===== src/rtl/ddr3_csm_pkg.sv =====
package ddr3_csm_pkg;

  typedef enum logic [1:0] {
    CMD_NOP = 2'b00,
    CMD_RD  = 2'b01,
    CMD_WR  = 2'b10,
    CMD_RSV = 2'b11
  } col_cmd_e;

  localparam logic [1:0] BLM_FIX8 = 2'b00;
  localparam logic [1:0] BLM_OTF  = 2'b01;
  localparam logic [1:0] BLM_FIX4 = 2'b10;
  localparam logic [1:0] BLM_RSV  = 2'b11;

  // data transfers twice per clock: 8 beats -> 4 clocks, 4 beats -> 2 clocks
  localparam int unsigned SLOT_CLK = 4;

  function automatic logic pick_bl8(input logic [1:0] mode, input logic sel);
    case (mode)
      BLM_FIX8: pick_bl8 = 1'b1;
      BLM_OTF:  pick_bl8 = sel;
      default:  pick_bl8 = 1'b0;
    endcase
  endfunction

  function automatic int burst_clocks(input logic bl8);
    burst_clocks = bl8 ? 4 : 2;
  endfunction

  // minimum READ->WRITE distance; may be zero or negative
  function automatic int rd_to_wr_min(input int rl, input int wl, input int tccd);
    rd_to_wr_min = rl + tccd + 2 - wl;
  endfunction

endpackage


===== src/rtl/ddr3_csm_decode.sv =====
module ddr3_csm_decode
  import ddr3_csm_pkg::*;
(
  input  logic [1:0] cmd,
  input  logic       sel,
  input  logic [1:0] mode,
  output logic       rd_ev,
  output logic       wr_ev,
  output logic       bl8,
  output logic       cfg_bad
);

  always_comb begin
    cfg_bad = (mode == BLM_RSV);
    rd_ev   = (cmd == CMD_RD) && !cfg_bad;
    wr_ev   = (cmd == CMD_WR) && !cfg_bad;
    bl8     = pick_bl8(mode, sel);
  end

endmodule


===== src/rtl/ddr3_csm_win.sv =====
module ddr3_csm_win
  import ddr3_csm_pkg::*;
#(
  parameter int LAT_W = 4
) (
  input  logic           clk,
  input  logic           rst,
  input  logic           fire,
  input  logic [LAT_W:0] lat,
  input  logic           bl8,
  output logic           win_o
);

  localparam int SW = (1 << (LAT_W + 1)) + SLOT_CLK;

  logic [SW-1:0] sched_q;
  logic [SW-1:0] mask;

  // bit i of the schedule after edge k marks the period after edge k+i
  always_comb begin
    for (int i = 0; i < SW; i++) begin
      mask[i] = fire && (i >= int'(lat)) && (i < int'(lat) + burst_clocks(bl8));
    end
  end

  always_ff @(posedge clk) begin
    if (rst) sched_q <= '0;
    else     sched_q <= (sched_q >> 1) | mask;
  end

  assign win_o = sched_q[0];

endmodule


===== src/rtl/ddr3_csm_gap.sv =====
module ddr3_csm_gap
  import ddr3_csm_pkg::*;
#(
  parameter int LAT_W = 4,
  parameter int CNT_W = 6,
  parameter int TCCD  = 4
) (
  input  logic             clk,
  input  logic             rst,
  input  logic             rd_ev,
  input  logic             wr_ev,
  input  logic [LAT_W:0]   rl,
  input  logic [LAT_W:0]   wl,
  output logic             rr_hit,
  output logic             rw_hit,
  output logic [CNT_W-1:0] gap_o
);

  localparam logic [CNT_W-1:0] GAP_SAT = '1;

  logic [CNT_W-1:0] gap_q;

  // distance since the last decoded READ; saturates, starts satisfied
  always_ff @(posedge clk) begin
    if (rst)                  gap_q <= GAP_SAT;
    else if (rd_ev)           gap_q <= CNT_W'(1);
    else if (gap_q != GAP_SAT) gap_q <= gap_q + CNT_W'(1);
  end

  always_comb begin
    rr_hit = rd_ev && (int'(gap_q) < TCCD);
    rw_hit = wr_ev && (int'(gap_q) < rd_to_wr_min(int'(rl), int'(wl), TCCD));
  end

  assign gap_o = gap_q;

endmodule


===== src/rtl/ddr3_col_spacing_mon.sv =====
module ddr3_col_spacing_mon
  import ddr3_csm_pkg::*;
#(
  parameter int LAT_W = 4,
  parameter int CNT_W = 6,
  parameter int TCCD  = 4
) (
  input  logic             clk,
  input  logic             rst,
  input  logic [1:0]       cmd_i,
  input  logic             a12_i,
  input  logic [1:0]       mode_bl_i,
  input  logic [LAT_W-1:0] cas_lat_i,
  input  logic [LAT_W-1:0] cas_wlat_i,
  input  logic [LAT_W-1:0] add_lat_i,
  output logic             col_vld_o,
  output logic             bl8_o,
  output logic             rd_win_o,
  output logic             wr_win_o,
  output logic             rr_viol_o,
  output logic             rw_viol_o,
  output logic             rr_err_o,
  output logic             rw_err_o,
  output logic             cfg_err_o
);

  logic           rd_ev, wr_ev, dec_bl8, cfg_bad;
  logic           rr_hit, rw_hit;
  logic [CNT_W-1:0] rd_gap;
  logic [LAT_W:0] rl, wl;

  assign rl = {1'b0, cas_lat_i}  + {1'b0, add_lat_i};
  assign wl = {1'b0, cas_wlat_i} + {1'b0, add_lat_i};

  ddr3_csm_decode u_dec (
    .cmd(cmd_i), .sel(a12_i), .mode(mode_bl_i),
    .rd_ev(rd_ev), .wr_ev(wr_ev), .bl8(dec_bl8), .cfg_bad(cfg_bad)
  );

  ddr3_csm_win #(.LAT_W(LAT_W)) u_rd_win (
    .clk(clk), .rst(rst), .fire(rd_ev), .lat(rl), .bl8(dec_bl8), .win_o(rd_win_o)
  );

  ddr3_csm_win #(.LAT_W(LAT_W)) u_wr_win (
    .clk(clk), .rst(rst), .fire(wr_ev), .lat(wl), .bl8(dec_bl8), .win_o(wr_win_o)
  );

  ddr3_csm_gap #(.LAT_W(LAT_W), .CNT_W(CNT_W), .TCCD(TCCD)) u_gap (
    .clk(clk), .rst(rst), .rd_ev(rd_ev), .wr_ev(wr_ev), .rl(rl), .wl(wl),
    .rr_hit(rr_hit), .rw_hit(rw_hit), .gap_o(rd_gap)
  );

  always_ff @(posedge clk) begin
    if (rst) begin
      col_vld_o <= 1'b0;
      bl8_o     <= 1'b0;
      rr_viol_o <= 1'b0;
      rw_viol_o <= 1'b0;
      rr_err_o  <= 1'b0;
      rw_err_o  <= 1'b0;
      cfg_err_o <= 1'b0;
    end else begin
      col_vld_o <= rd_ev | wr_ev;
      bl8_o     <= (rd_ev | wr_ev) & dec_bl8;
      rr_viol_o <= rr_hit;
      rw_viol_o <= rw_hit;
      rr_err_o  <= rr_err_o | rr_hit;
      rw_err_o  <= rw_err_o | rw_hit;
      cfg_err_o <= cfg_bad;
    end
  end

endmodule


===== config.mk =====
export PLATFORM = sky130hd
export DESIGN_NAME = ddr3_col_spacing_mon
export DESIGN_NICKNAME = d
export VERILOG_FILES = /design/src/rtl/ddr3_csm_pkg.sv /design/src/rtl/ddr3_csm_decode.sv /design/src/rtl/ddr3_csm_win.sv /design/src/rtl/ddr3_csm_gap.sv /design/src/rtl/ddr3_col_spacing_mon.sv
export SDC_FILE = /design/constraint.sdc
export NUM_CORES = 1
export LEC_CHECK = 0
export BUFFER_PORTS_ARGS = -buffer_cell sky130_fd_sc_hd__buf_2
export CORE_MARGIN = 3
export CORE_UTILIZATION = 45
export DETAILED_ROUTE_END_ITERATION = 16
export GPL_ROUTABILITY_DRIVEN = 0
export GPL_TIMING_DRIVEN = 1
export HOLD_SLACK_MARGIN = 0.03
export PLACE_DENSITY = 0.65
export SLEW_MARGIN = 20
export SYNTH_ARGS = -nofsm -noshare
export SYNTH_HDL_FRONTEND = slang
export SYNTH_SLANG_ARGS = --single-unit

===== constraint.sdc =====
create_clock -name clk -period 12.2 [get_ports clk]
set_clock_uncertainty 0.2 [all_clocks]
set_input_delay 1.22 -clock clk [delete_from_list [all_inputs] [get_ports clk]]
set_output_delay 1.22 -clock clk [all_outputs]
set_load 0.02 [all_outputs]

======== Word level (Yosys, flattened, before mapping) ========
Index checks and enable logic that the tools add are counted.
storage, ports and cells
  output and inout port bits .............. 9
  logic and storage cells ................. 312
  register bits ........................... 85
operators by class
  magnitude comparators ................... 136
  reduce and logical (&&, ||, !) cells .... 142
  eq/ne operators ......................... 5
  add/sub/neg operators ................... 8
  mux-type cells .......................... 4
  bitwise gates (word level) .............. 6
operators with widths
  kind                   count
  $lt 6x32->1 const A    32
  $lt 5x32->1 const A    16
  $lt 4x32->1 const A    8
  $lt 7x32->1 const A    8
  $ge 5x5->1 const A     30
  $logic_and 1x1->1      138
  $lt 3x32->1 const A    4
  $ge 4x5->1 const A     16
  $or 35x36->36          2
  $add 6x32->32          2
  $lt 1x32->1 const A    2
  $lt 2x32->1 const A    2
  $ge 3x5->1 const A     8
  $add 32x3->32 const B  1
  $lt 7x32->1            1
  $sub 32x6->32          1
  $ge 1x5->1 const A     4
  $ge 2x5->1 const A     4
  $mux 6                 2
  $add 4x4->5            2
  $add 5x3->6 const B    1
  $add 6x1->6 const B    1
  $lt 6x3->1 const B     1
  $ne 6x6->1 const B     1
  10 further kinds       14

======== Longest topological paths before layout ========
  depth after elaboration ................. 7
  depth in mapped cells ................... 18

======== Hierarchy ========
A second synthesis with hierarchy kept.
unflattened totals
  cell total of the unflattened synthesis .. 594
  area total of the unflattened synthesis .. 4934.7 sq um
modules (own cells, without submodules)
  module                area an instance (sq um)  cells an instance  instances
  ddr3_csm_win          1883.1                    234                2
  ddr3_csm_gap          683.2                     77                 1
  ddr3_col_spacing_mon  442.9                     44                 1
  ddr3_csm_decode       42.5                      5                  1

======== Worst setup path before layout ========
OpenSTA, ideal clock, no wires.
  path type ............................... input to register
  from .................................... input port cas_lat_i[0]
  to ...................................... register rw_err_o
  stages on the path ...................... 17
  library setup time ...................... 0.114 ns
  buffers on the path ..................... 2
  path slack .............................. 7.175 ns
  data arrival time ....................... 4.711 ns
  cells stage by stage .................... ha_1 fa_1 nand2_1 a21o_1 clkbuf_1 clkbuf_1 xnor2_1 ha_1 ha_1 inv_1 o21bai_1 a21oi_1 ha_1 nor2b_1 o21ai_0 o311a_1 a21o_1
between the ends
  cells in the longest elaborated chain, start to end .. 7
ends and longest elaborated chain
  item                  RTL line                    source
  start, declared       ddr3_col_spacing_mon.sv:13  input logic [LAT_W-1:0] cas_lat_i,
  $add 4x4->5           ddr3_col_spacing_mon.sv:32  assign rl = {1'b0, cas_lat_i} + {1'b0, add_lat_i};
  $add 5x3->6           ddr3_csm_pkg.sv:32          rd_to_wr_min = rl + tccd + 2 - wl;
  $add 32x3->32         ddr3_csm_pkg.sv:32
  $sub 32x6->32         ddr3_csm_pkg.sv:32
  $lt 7x32->1           ddr3_csm_gap.sv:32          rw_hit = wr_ev && (int'(gap_q) < rd_to_wr_min(int'(rl), int'(wl), TCCD));
  $logic_and 1x1->1     ddr3_csm_gap.sv:32
  $or 1x1->1            ddr3_col_spacing_mon.sv:68  rw_err_o <= rw_err_o | rw_hit;
  end signal, assigned  ddr3_col_spacing_mon.sv:68
  end, declared         ddr3_col_spacing_mon.sv:23  output logic rw_err_o,
No other way between the ends.
A chain may end at the register's enable or synchronous reset.

======== Final worst setup path ========
  from .................................... input port add_lat_i[1]
  to ...................................... register rw_err_o
between the ends
  cells in the longest elaborated chain, start to end .. 7
  elaborated cells on any way between the ends .. 8
ends and longest elaborated chain
  item                 RTL line                    source
  start, declared      ddr3_col_spacing_mon.sv:15  input logic [LAT_W-1:0] add_lat_i,
  $add 4x4->5          ddr3_col_spacing_mon.sv:32
  $add 5x3->6          ddr3_csm_pkg.sv:32
  $add 32x3->32        ddr3_csm_pkg.sv:32
  $sub 32x6->32 *      ddr3_csm_pkg.sv:32
  $lt 7x32->1 *        ddr3_csm_gap.sv:32
  $logic_and 1x1->1 *  ddr3_csm_gap.sv:32
  $or 1x1->1 *         ddr3_col_spacing_mon.sv:68
Mark *: on every way between the ends. The rest lies on a longest branch, timed or not.

==> run summary <==
CP peak stage delay -> 0.65 ns
via-per-instance ratio -> 6.28
initial core utilization -> 47.4%
vias in the first global route -> 4672
final instance count without filler cells -> 809
total CTS buffers -> 9
status -> complete, no violations
Startpoint Class -> primary input
Seq pwr share -> 31.8%
min cycle time layout -> 5.40 ns
total negative slack -> 0 ns
CP endpoint kind -> register
multi-input logic area -> 3250 um2
Placed Area -> 5490 um2
syn nets -> 719
CTS Buffer Depth -> 2
Iter 0 DRT Violations -> 600
Total GRT Usage -> 23.0%
area grow syn2layout -> 8.63%
synthesis-stage register bit count -> 85
Post-Syn Instances -> 662
critical-path maximum fanout -> 25
cell area after synthesis -> 5290 um2
DIE WIDTH -> 114 um
CTS Sinks -> 85
Fillers -> 1065
crit path cell chain -> buf_2 -> ha_1 -> a211oi_4 -> o21bai_1 -> nand2_1 -> inv_2 -> ha_1 -> xnor2_1 -> ha_1 -> ha_1 -> inv_1 -> o21bai_1 -> a21oi_1 -> ha_1 -> nor2b_1 -> o21ai_0 -> o311a_1 -> a21o_1
worst setup path start -> add_lat_i[1]
clock power share -> 25.2%
Slowest-stage cell, CP -> nand2_1
worst reg2reg startpoint -> u_gap.gap_o[1]$_SDFFE_PP1P_
DRT Pass-1 Iters -> 5
Tot Pwr -> 0.990 mW
hold buffers post-CTS -> 0
ys async rst share -> 0%
PwrDens -> 172 nW/um2
Psw -> 0.390 mW
Max Cap Viol -> 0
CP dominant cell by count -> ha_1
fmax -> 185 MHz
synth unique cells -> 69
Clk Latency, worst-skew pair -> 0.35 ns
PnR worst setup slack -> 6.80 ns
Main synth FF type -> dfxtp_1
register area share after synthesis -> 32.2%
Post-DRT Antenna Nets -> 0
post-CTS sizing -> 0
Post-DP HPWL -> 10200 um
Critical Path RT -> 12.25 ns
highest-count cells in the layout ignoring fill and taps -> dfxtp_1, a21oi_1, nor2_1
internal power -> 0.600 mW
grt ovf -> 0
setup bufs post-CTS -> 0
# rows -> 38
hold_sp -> u_wr_win.sched_q[32]$_SDFF_PP0_
wire per inst -> 18.0 um
Inst Count DP -> 795
Final Core Density -> 51.5%
RSZ-0062 raised after global routing -> no
Final Cycle Share -> 44.2%
Slew Limit Fails -> 0
pre-CTS setup slack -> 6.49 ns
Ports -> 28
Hold Vio Cnt, Final -> 0
die area -> 13100 um2
Vias -> 5084
post-route cell area -> 5750 um2
Diodes inserted -> 0
Final nets -> 723
initial antenna violation count -> 0
Syn Area/Cell -> 7.99 um2
number of flops mapped to enable cells by yosys -> 0
synthesis warning total -> 0
DRC errors left -> 0
Combinational Power Share -> 43.0%
H-tree depth -> 3
clock transition at the registers of the reported paths -> 0.06 ns
crit path kind -> in -> reg
share of cells above drive strength 1 -> 9.42%
CTS tree -> yes
first-pass GRT wire length -> 24000 um
Slew @ Worst Pin -> 0.861 ns
VDD IR-drop max -> 117 uV
Leak -> 2.26 nW
worst hold slack -> 0.222 ns
pin count of the biggest net entering global routing -> 51
Net Sw Frac -> 39.4%
HP Class -> reg -> reg
Arr. time, crit path -> 5.44 ns
Max-Slew Margin vs Limit -> 42.6%
Root Driver -> clkbuf_16
register area -> 1700 um2
Core Area -> 11200 um2
Port Buf Inserts -> 27
final setup fails -> 0
commonest non-fill, non-tap cell in the layout -> dfxtp_1
die height -> 114 um
WL final -> 14600 um
[synth_stat cells (all sizes together) (2+ instances only)]
cell type | instances | area [um2]
o2bb2ai | 16 | 140
a211oi | 7 | 65.1
o21ai | 49 | 245
inv | 49 | 184
and3 | 6 | 37.5
a31oi | 15 | 93.8
o211ai | 5 | 42.5
nand2 | 51 | 191
or3 | 10 | 62.6
buf | 7 | 33.8
o41ai | 2 | 17.5
a221oi | 2 | 17.5
nand2b | 7 | 43.8
o21bai | 2 | 15.0
nand3 | 12 | 60.1
o22ai | 6 | 37.5
nor4 | 4 | 46.3
o32ai | 22 | 193
nand4 | 3 | 18.8
or2 | 4 | 25.0
a211o | 2 | 17.5
o21a | 3 | 22.5
a2111oi | 2 | 17.5
a21oi | 63 | 319
ha | 33 | 413
nand3b | 2 | 15.0
xnor2 | 9 | 97.6
dfxtp | 85 | 1700
fa | 5 | 100
a21o | 13 | 97.6
nor2b | 5 | 31.3
nor2 | 61 | 234
mux2i | 6 | 63.8
a32oi | 2 | 17.5
a32o | 5 | 50.1
xor2 | 4 | 42.6
o221ai | 3 | 26.3
a22o | 8 | 70.1
and2 | 5 | 31.3
nor3 | 22 | 126
clkbuf | 33 | 124
[kinds of logic after synthesis]
family	Yosys count	synth area share (%)
adders and majority gates	38	9.69
DFF	85	32.2
buffers and inverters	90	6.52
xor gates and xnor gates	13	2.65
and+or+nand+nor	193	17.6
AOI/OAI and AO/OA	236	30.0
muxes	7	1.42
[flip-flops by register name, summed over array words and instances, names as in the netlist]
register and flops:
u_wr_win.sched_q 36, rr_err_o 1, u_gap.gap_o 6, rw_err_o 1, bl8_o 1, rr_viol_o 1, col_vld_o 1, cfg_err_o 1
u_rd_win.sched_q 36, rw_viol_o 1
[final cells by class]
| type | count | area share, % |
|---|---|---|
| repair buffers | 33 | 3.13 |
| clock buffers | 13 | 4.35 |
| clock inverters | 1 | 0.152 |
| multi-input cells | 487 | 56.5 |
| inverters | 50 | 3.26 |
| flip-flops and latches | 85 | 29.6 |
| well taps | 140 | 3.05 |
[worst paths after layout]
kind,endpoint,slack [ns],cells after the start
setup / recovery,rw_err_o$_SDFF_PP0_,6.80,18
hold / removal,u_wr_win.sched_q[31]$_SDFF_PP0_,0.22,1
hold reg to reg,u_wr_win.sched_q[31]$_SDFF_PP0_,0.22,1
setup reg to reg,rw_err_o$_SDFF_PP0_,10.25,7
[critical path, delay by kind of cell]
kind,cells,cell delay (ns)
AOI/OAI and AO/OA,7,1.40
xor gates and xnor gates,1,0.12
adders and majority gates,5,1.46
buffers and inverters,3,0.47
and+or+nand+nor,2,0.76
[power groups by stage]
stage	Clock, mW	Combinational [mW]	Sequential (mW)
after floorplan	0	0.322	0.320
after global placement	0	0.408	0.321
after detailed placement	0	0.415	0.321
after CTS	0.255	0.419	0.315
after global routing	0.265	0.479	0.317
final	0.249	0.426	0.315
[per-layer routing]
layer	up-vias	part of all wire (%)	track usage [%]
met5	-	0	0
met4	0	2.3	8.71
met3	39	8.6	5.81
met2	233	44	34.9
met1	2387	45	31.4
li1	2425	-	-
(Power assumes the default switching activity.)
